### src/rtl/uart_sleep_pkg.sv
package uart_sleep_pkg;

  typedef enum logic {
    SLP_AWAKE  = 1'b0,
    SLP_ASLEEP = 1'b1
  } slp_state_e;

  typedef struct packed {
    logic sleep_en;
    logic rx_fifo_empty;
    logic tx_fifo_empty;
    logic tx_idle;
    logic irq_pending;
    logic thr_write;
  } slp_cond_t;

endpackage

### src/rtl/slp_reset_sync.sv
module slp_reset_sync #(
  parameter int unsigned STAGES = 2
) (
  input  logic clk,
  input  logic rst_n,
  output logic rst_sync_n
);

  logic [STAGES-1:0] chain_q;

  always_ff @(posedge clk or negedge rst_n) begin
    if (!rst_n) begin
      chain_q <= '0;
    end else begin
      chain_q <= {chain_q[STAGES-2:0], 1'b1};
    end
  end

  assign rst_sync_n = chain_q[STAGES-1];

endmodule

### src/rtl/slp_pin_sync.sv
module slp_pin_sync #(
  parameter int unsigned STAGES    = 2,
  parameter logic        RESET_VAL = 1'b1
) (
  input  logic clk,
  input  logic rst_n,
  input  logic pin_i,
  output logic pin_s_o
);

  logic [STAGES-1:0] stage_q;
  logic [STAGES-1:0] stage_d;

  // The pin enters at stage 0; each later stage copies the stage before it.
  generate
    for (genvar i = 0; i < STAGES; i++) begin : g_stage
      if (i == 0) begin : g_first
        assign stage_d[i] = pin_i;
      end else begin : g_next
        assign stage_d[i] = stage_q[i-1];
      end
    end
  endgenerate

  always_ff @(posedge clk or negedge rst_n) begin
    if (!rst_n) begin
      stage_q <= {STAGES{RESET_VAL}};
    end else begin
      stage_q <= stage_d;
    end
  end

  assign pin_s_o = stage_q[STAGES-1];

endmodule

### src/rtl/slp_entry_qual.sv
module slp_entry_qual
  import uart_sleep_pkg::*;
#(
  parameter int unsigned ENTRY_HOLD = 2
) (
  input  logic      clk,
  input  logic      rst_n,
  input  slp_cond_t cond_i,
  input  logic      edge_mode_i,
  input  logic      rx_s_i,
  input  logic      asleep_i,
  input  logic      wake_cycle_i,
  output logic      enter_o
);

  localparam int unsigned CNT_W = (ENTRY_HOLD > 1) ? $clog2(ENTRY_HOLD) : 1;
  localparam logic [CNT_W-1:0] CNT_LAST = CNT_W'(ENTRY_HOLD - 1);

  logic             idle_ok;
  logic             pin_ok;
  logic             cond_ok;
  logic             count_en;
  logic [CNT_W-1:0] cnt_q;
  logic [CNT_W-1:0] cnt_d;

  assign idle_ok = cond_i.sleep_en & cond_i.rx_fifo_empty & cond_i.tx_fifo_empty
                 & cond_i.tx_idle & ~cond_i.irq_pending & ~cond_i.thr_write;
  // In level mode a low line is activity; in edge mode the line level is ignored.
  assign pin_ok  = edge_mode_i | rx_s_i;
  assign cond_ok = idle_ok & pin_ok;

  // The cycle that carries the wake pulse never counts toward qualification.
  assign count_en = ~asleep_i & ~wake_cycle_i;

  assign enter_o = count_en & cond_ok & (cnt_q == CNT_LAST);

  always_comb begin
    cnt_d = cnt_q;
    if (asleep_i || !cond_ok) begin
      cnt_d = '0;
    end else if (count_en && (cnt_q != CNT_LAST)) begin
      cnt_d = cnt_q + CNT_W'(1);
    end
  end

  always_ff @(posedge clk or negedge rst_n) begin
    if (!rst_n) begin
      cnt_q <= '0;
    end else begin
      cnt_q <= cnt_d;
    end
  end

endmodule

### src/rtl/slp_wake_detect.sv
module slp_wake_detect
  import uart_sleep_pkg::*;
(
  input  logic      clk,
  input  logic      rst_n,
  input  slp_cond_t cond_i,
  input  logic      edge_mode_i,
  input  logic      rx_s_i,
  input  logic      asleep_i,
  input  logic      enter_i,
  output logic      wake_o
);

  logic ref_q;
  logic ref_d;
  logic ref_en;
  logic pin_wake;

  // The line level at the entry edge is kept as the reference for edge mode.
  assign ref_en = enter_i;

  always_comb begin
    ref_d = ref_q;
    if (ref_en) begin
      ref_d = rx_s_i;
    end
  end

  always_ff @(posedge clk or negedge rst_n) begin
    if (!rst_n) begin
      ref_q <= 1'b1;
    end else begin
      ref_q <= ref_d;
    end
  end

  assign pin_wake = edge_mode_i ? (rx_s_i ^ ref_q) : ~rx_s_i;

  assign wake_o = asleep_i & (pin_wake | cond_i.thr_write | ~cond_i.sleep_en);

endmodule

### src/rtl/uart_sleep_ctrl.sv
module uart_sleep_ctrl
  import uart_sleep_pkg::*;
#(
  parameter int unsigned SYNC_STAGES = 2,
  parameter int unsigned RST_STAGES  = 2,
  parameter int unsigned ENTRY_HOLD  = 2
) (
  input  logic clk,
  input  logic rst_n,
  input  logic sleep_en_i,
  input  logic edge_mode_i,
  input  logic rx_fifo_empty_i,
  input  logic tx_fifo_empty_i,
  input  logic tx_idle_i,
  input  logic irq_pending_i,
  input  logic thr_write_i,
  input  logic rx_pin_i,
  output logic sleep_o,
  output logic wake_o
);

  slp_state_e state_q;
  slp_state_e state_d;
  logic       wake_q;
  logic       wake_d;
  logic       rst_sync_n;
  logic       rx_s;
  logic       asleep;
  logic       enter_req;
  logic       wake_req;
  slp_cond_t  cond;

  assign cond = '{
    sleep_en:      sleep_en_i,
    rx_fifo_empty: rx_fifo_empty_i,
    tx_fifo_empty: tx_fifo_empty_i,
    tx_idle:       tx_idle_i,
    irq_pending:   irq_pending_i,
    thr_write:     thr_write_i
  };

  slp_reset_sync #(
    .STAGES (RST_STAGES)
  ) u_rst_sync (
    .clk        (clk),
    .rst_n      (rst_n),
    .rst_sync_n (rst_sync_n)
  );

  slp_pin_sync #(
    .STAGES    (SYNC_STAGES),
    .RESET_VAL (1'b1)
  ) u_rx_sync (
    .clk     (clk),
    .rst_n   (rst_sync_n),
    .pin_i   (rx_pin_i),
    .pin_s_o (rx_s)
  );

  assign asleep = (state_q == SLP_ASLEEP);

  slp_entry_qual #(
    .ENTRY_HOLD (ENTRY_HOLD)
  ) u_entry (
    .clk          (clk),
    .rst_n        (rst_sync_n),
    .cond_i       (cond),
    .edge_mode_i  (edge_mode_i),
    .rx_s_i       (rx_s),
    .asleep_i     (asleep),
    .wake_cycle_i (wake_q),
    .enter_o      (enter_req)
  );

  slp_wake_detect u_wake (
    .clk         (clk),
    .rst_n       (rst_sync_n),
    .cond_i      (cond),
    .edge_mode_i (edge_mode_i),
    .rx_s_i      (rx_s),
    .asleep_i    (asleep),
    .enter_i     (enter_req),
    .wake_o      (wake_req)
  );

  always_comb begin
    state_d = state_q;
    wake_d  = 1'b0;
    unique case (state_q)
      SLP_AWAKE: begin
        if (enter_req) begin
          state_d = SLP_ASLEEP;
        end
      end
      SLP_ASLEEP: begin
        if (wake_req) begin
          state_d = SLP_AWAKE;
          wake_d  = 1'b1;
        end
      end
      default: begin
        state_d = SLP_AWAKE;
      end
    endcase
  end

  always_ff @(posedge clk or negedge rst_sync_n) begin
    if (!rst_sync_n) begin
      state_q <= SLP_AWAKE;
      wake_q  <= 1'b0;
    end else begin
      state_q <= state_d;
      wake_q  <= wake_d;
    end
  end

  assign sleep_o = asleep;
  assign wake_o  = wake_q;

  AST_ENTRY_IDLE: assert property (@(posedge clk) disable iff (!rst_sync_n)
    $rose(sleep_o) |-> $past(sleep_en_i && rx_fifo_empty_i && tx_fifo_empty_i
                             && tx_idle_i && !irq_pending_i && !thr_write_i));

  AST_LEVEL_PIN_HIGH: assert property (@(posedge clk) disable iff (!rst_sync_n)
    ($rose(sleep_o) && !$past(edge_mode_i)) |-> $past(rx_s));

  AST_THR_WAKES: assert property (@(posedge clk) disable iff (!rst_sync_n)
    (sleep_o && thr_write_i) |=> (!sleep_o && wake_o));

  AST_EN_CLEAR_WAKES: assert property (@(posedge clk) disable iff (!rst_sync_n)
    (sleep_o && !sleep_en_i) |=> (!sleep_o && wake_o));

  AST_WAKE_PULSE: assert property (@(posedge clk) disable iff (!rst_sync_n)
    wake_o |-> (!sleep_o && $past(sleep_o)));

  AST_NO_QUICK_REENTRY: assert property (@(posedge clk) disable iff (!rst_sync_n)
    $fell(sleep_o) |=> !sleep_o);

endmodule

### config.mk
export PLATFORM = sky130hd
export DESIGN_NAME = uart_sleep_ctrl
export DESIGN_NICKNAME = d
export VERILOG_FILES = /design/src/rtl/uart_sleep_pkg.sv /design/src/rtl/slp_reset_sync.sv /design/src/rtl/slp_pin_sync.sv /design/src/rtl/slp_entry_qual.sv /design/src/rtl/slp_wake_detect.sv /design/src/rtl/uart_sleep_ctrl.sv
export SDC_FILE = /design/constraint.sdc
export NUM_CORES = 1
export LEC_CHECK = 0
export ABC_CLOCK_PERIOD_IN_PS = 1300
export CAP_MARGIN = 10
export CORE_AREA = 5 5 42 44
export DETAILED_ROUTE_END_ITERATION = 10
export DIE_AREA = 0 0 47 49
export DONT_BUFFER_PORTS = 1
export GPL_TIMING_DRIVEN = 1
export HOLD_SLACK_MARGIN = 0.06
export SETUP_SLACK_MARGIN = 0.02
export SKIP_CTS_REPAIR_TIMING = 1
export SKIP_LAST_GASP = 1
export SLEW_MARGIN = 20
export SYNTH_ARGS = -nofsm -noshare
export SYNTH_HDL_FRONTEND = slang
export SYNTH_SLANG_ARGS = --single-unit
### constraint.sdc
create_clock -name clk -period 1.3 [get_ports clk]
set_input_delay 0.13 -clock clk [delete_from_list [all_inputs] [get_ports clk]]
set_output_delay 0.13 -clock clk [all_outputs]
set_load 0.01 [all_outputs]
# Word level (Yosys, flattened, before mapping)
# Index checks and enable logic that the tools add are counted.
# word_totals
ff_bits	8
latchBits	0
ram_bits	0
mem_bits_ro	0
input_bits	10
out_inout_bits	2
wordCells	40
mem_count	0
# op_classes
n_addsub	1
mul	0
div_mod_pow	0
magnitude_cmp	0
eq_ne	0
n_shift	0
n_mux	8
bitwise_logic	21
reduce_logical	4
# op_table
operator	count
$and A1 B1 Y1	10
$mux W1	7
$not A1 Y1	7
$or A1 B1 Y1	3
$pmux W1 S2	1
$reduce_bool A2 Y1	1
$add A1 B1 Y1 const B	1
$logic_and A1 B1 Y1	1
$logic_not A1 Y1	1
$logic_or A1 B1 Y1	1
$xor A1 B1 Y1	1

# Depth between registers and ports, before layout
# logic_depth
ltp_word	10
mapped_depth	3
ltp_nobuf	3

# Modules after synthesis
# A second synthesis with hierarchy kept.
# hier_totals
hier_cells	23
area_unflattened_um2	320.3
# by_module_without_submodules
mod	instances	cells_each	area_each_um2	seq_area_each_um2
slp_entry_qual	1	7	75.1	25.0
uart_sleep_ctrl	1	5	71.3	50.0
slp_wake_detect	1	6	67.6	26.3
slp_reset_sync	1	3	53.8	50.0
slp_pin_sync	1	2	52.6	52.6

# Least setup slack after synthesis
# Ideal clock, no wire load.
# synth_path
path_kind	reg-to-reg
startpoint	register state_q, in the netlist sleep_o
endpoint	register u_wake.ref_q
setup_time_ns	0.082
arrival_time_ns	1.057
t_required_ns	1.218
slack_ns	0.161
path_stages_with_launch	4
path_buffers	0
period_less_slack_ns	1.139
cell_sequence	dfrtp_1 nor3b_2 o2111ai_2 mux2_4
# synth_via
elab_chain_cells	4
# synth_lines
item	line	rtl
start: declaration	uart_sleep_ctrl.sv:22	slp_state_e state_q;
start signal: assignment	uart_sleep_ctrl.sv:112	state_q <= state_d;
$not A1 Y1	slp_entry_qual.sv:33	assign count_en = ~asleep_i & ~wake_cycle_i;
$and A1 B1 Y1	slp_entry_qual.sv:33	
$and A1 B1 Y1 (2 in a row)	slp_entry_qual.sv:35	assign enter_o = count_en & cond_ok & (cnt_q == CNT_LAST);
end signal: assignment	slp_wake_detect.sv:33	ref_q <= ref_d;
end: declaration	slp_wake_detect.sv:14	logic ref_q;
# Every way passes these cells.
# A chain may end at the register's enable or synchronous reset.

# Worst setup path after layout
# layout_path
startpoint	register wake_q, in the netlist wake_o
endpoint	register u_wake.ref_q
# layout_via
elab_chain_cells	4
# layout_lines
item	line	rtl
start: declaration	uart_sleep_ctrl.sv:24	logic wake_q;
start signal: assignment	uart_sleep_ctrl.sv:113	wake_q <= wake_d;
$not A1 Y1	slp_entry_qual.sv:33	
$and A1 B1 Y1	slp_entry_qual.sv:33	
$and A1 B1 Y1 (2 in a row)	slp_entry_qual.sv:35	
# Every way passes these cells.

==> results.py <==
metrics = {
    "cts": {
        "cts_buffers": 3,
        "clock_path_buffers": 2,
        "clockRootBuffer": "clkbuf_4",
        "h-tree-depth": 1,
        "clk_pin_slew_worst_paths_ns": 0.05,
        "cts_tree": "yes",
        "clk-insertion-delay-late_ns": 0.24,
        "cts.sinks": 8,
    },
    "finish": {
        "area_growth_pct": 22.87,
        "antenna_cells": 0,
        "regArea_um2": 203.9,
        "instances_no_fill": 46,
        "fillCellCount": 156,
        "multiInputGateArea_um2": 107.6,
        "fin_nets": 41,
        "drive_above_1_share_pct": 33.33,
    },
    "global_route": {
        "grt_antenna_before_repair": 0,
        "overflow": 0,
        "grt_pass1_wl_um": 1062,
        "grt_use_total_pct": 6.610,
        "grt_max_degree": 7,
        "grt_pass1_vias": 252,
    },
    "die": {
        "die_h_um": 49,
        "core.rowCount": 14,
        "core-area_mm2": 0.001401,
        "start_util_pct": 23.04,
        "dieArea_mm2": 0.002303,
        "ios": 12,
        "die_w_um": 47,
    },
    "power": {
        "switching_share_pct": 18.04,
        "total_power_w": 0.0004701,
        "ir_worst_vdd_uv": 539.7,
        "intPower_w": 0.0003853,
        "power.density_mw_per_mm2": 1185,
        "p_switching_w": 0.00008480,
        "pwr-share-seq_pct": 56.5,
        "power_frac_comb_pct": 3.7,
        "p_leak_nw": 0.1726,
        "p_clk_share_pct": 39.8,
    },
    "sta": {
        "setup_tns_ns": 0,
        "min_period_over_period_pct": 91.32,
        "finClkSkew_ns": 0.006476,
        "setup_viol": 0,
        "hold_viol_final": 0,
        "timing.fmax_ghz": 0.8423,
        "setup_slack_ns": 0.1128,
        "maxSlewViolCount": 0,
        "period_needed_ns": 1.187,
        "grt_setup_unrepaired": "false",
    },
    "logic_synthesis": {
        "yosys_warnings": 0,
        "synth_fp_nets": 33,
        "yosys_register_bits": 8,
        "syn_area_um2": 322.8,
        "yosysUniqueCellTypes": 15,
        "syn_inst": 23,
        "syn_avg_cell_area_um2": 14.04,
        "yosysSeqAreaShare_pct": 63.18,
    },
    "worst_setup_path": {
        "path_delay_family": "flip-flops",
        "cp_num_buf_inv": 0,
        "path_cells": "nor3b_2, o2111ai_2, mux2_4",
        "path_class": "reg -> reg",
        "crit_slowest_cell": "dfrtp_1",
        "crit_path_start_kind": "flop",
        "cp.arrival_ns": 1.36,
        "required_ns": 1.47,
        "max_stage_delay_ns": 0.44,
        "worstPathMaxFanout": 3,
        "endpoint_kind": "flop",
    },
    "place": {
        "pre_cts_ws_ns": 0.08912,
        "hpwl_um": 502.7,
        "place.gp.congestion": 0.6660,
        "dp_cells": 40,
        "port_buffers": 0,
    },
    "worst_hold_path": {
        "hold_path_class": "reg -> async",
    },
    "drt": {
        "drt_pass1_iterations": 2,
        "vias": 202,
        "routed_wl_um": 559,
        "postRouteAntennaNets": 0,
        "drc": 0,
        "viasPerCell": 4.391,
        "wl_per_cell_um": 12.15,
        "drt_iter0_drc": 1,
    },
    "run_status": {
        "outcome": "complete, no violations",
    },
    "flow_run": {
        "max_cap_viol_count": 0,
    },
}
[cells in the final DEF (no fill, tap or decap)]
| cell type | instances |
|---|---|
| nor2b_1 | 1 |
| nor3b_2 | 1 |
| o2111ai_1 | 1 |
| dfstp_2 | 3 |
| conb_1 | 1 |
| dlygate4sd3_1 | 2 |
| and4b_1 | 1 |
| xnor2_1 | 1 |
| clkbuf_1 | 1 |
| a21oi_1 | 1 |
| and2b_1 | 1 |
| o31ai_1 | 1 |
| clkbuf_4 | 3 |
| buf_4 | 1 |
| inv_1 | 3 |
| dfrtp_1 | 5 |
| o2111ai_2 | 1 |
| mux2_4 | 1 |
| o21a_1 | 1 |
[per-stage QoR]
step	util [%]	hold WS, ns	area (µm²)
after floorplan	-	-0.1656	322.8
after CTS	26.88	-0.4253	376.6
final	28.30	0.07514	396.6
after detailed placement	25.00	-0.1655	350.3
after global routing	28.30	0.09095	396.6
after global placement	25.00	-0.1655	350.3
[area by class of cell]
| cell class | instances | area share (%) |
|---|---|---|
| timing repair buffer | 3 | 6.940 |
| inverter | 3 | 2.839 |
| tap | 16 | 5.047 |
| multi-input combinational | 12 | 27.13 |
| sequential | 8 | 51.42 |
| clock buffer | 4 | 6.625 |
[kinds of logic (layout without fill, tap and decap cells)]
group | after synthesis | after routing | share of synthesized area, %
muxes | 1 | 1 | 4.650
other | 1 | 1 | 1.162
buffers and inverters | 3 | 10 | 3.488
and+or+nand+nor | 4 | 4 | 11.24
xor gates and xnor gates | 1 | 1 | 2.714
AOI/OAI and AO/OA | 5 | 5 | 13.57
DFF | 8 | 8 | 63.18
[synthesized netlist by cell type]
cell type / number / share of area (%)
nor2b_1: 1 / 1.9
o21a_1: 1 / 2.3
dfstp_2: 3 / 24
o2111ai_2: 1 / 4.6
dfrtp_1: 5 / 39
and2b_1: 1 / 2.3
xnor2_1: 1 / 2.7
conb_1: 1 / 1.2
nor3b_2: 1 / 3.9
a21oi_1: 1 / 1.5
and4b_1: 1 / 3.1
mux2_4: 1 / 4.6
o31ai_1: 1 / 2.3
inv_1: 3 / 3.5
o2111ai_1: 1 / 2.7
[sequential cells by signal, summed over array words and instances (netlist names)]
name	flops
sleep_o	1
u_rst_sync.chain_q	2
wake_o	1
u_rx_sync.stage_q	2
u_entry.cnt_q	1
u_wake.ref_q	1
[per-layer routing]
metal / global-route usage, % / wire length (µm)
met1: 5.656 / 174
met2: 10.86 / 362
met3: 2.583 / 21
met4: 5.991 / 0
met5: 0 / 0
[path summary, 6_finish.rpt]
kind	start	end	slack, ns	cells past startpoint
worst min-delay path	u_rst_sync.chain_q[1]	u_entry.cnt_q	0.08	0
worst min register to register	u_rst_sync.chain_q[1]	u_entry.cnt_q	0.08	0
max in group asynchronous	u_rst_sync.chain_q[1]	u_rx_sync.stage_q[0]	0.97	0
min in group clk	edge_mode_i	sleep_o	0.13	2
worst max register to register	wake_o	u_wake.ref_q	0.11	3
worst max-delay path	wake_o	u_wake.ref_q	0.11	3
[power groups by stage]
| stage | Sequential, W | Clock, W | Combinational (W) |
|---|---|---|---|
| after floorplan | 0.000268 | 0 | 0.0000103 |
| after global placement | 0.000269 | 0 | 0.0000112 |
| after detailed placement | 0.000270 | 0 | 0.0000118 |
| after CTS | 0.000266 | 0.000195 | 0.0000120 |
| after global routing | 0.000267 | 0.000214 | 0.0000196 |
| final | 0.000266 | 0.000187 | 0.0000174 |
No activity file was read; power rests on OpenSTA's default activity.
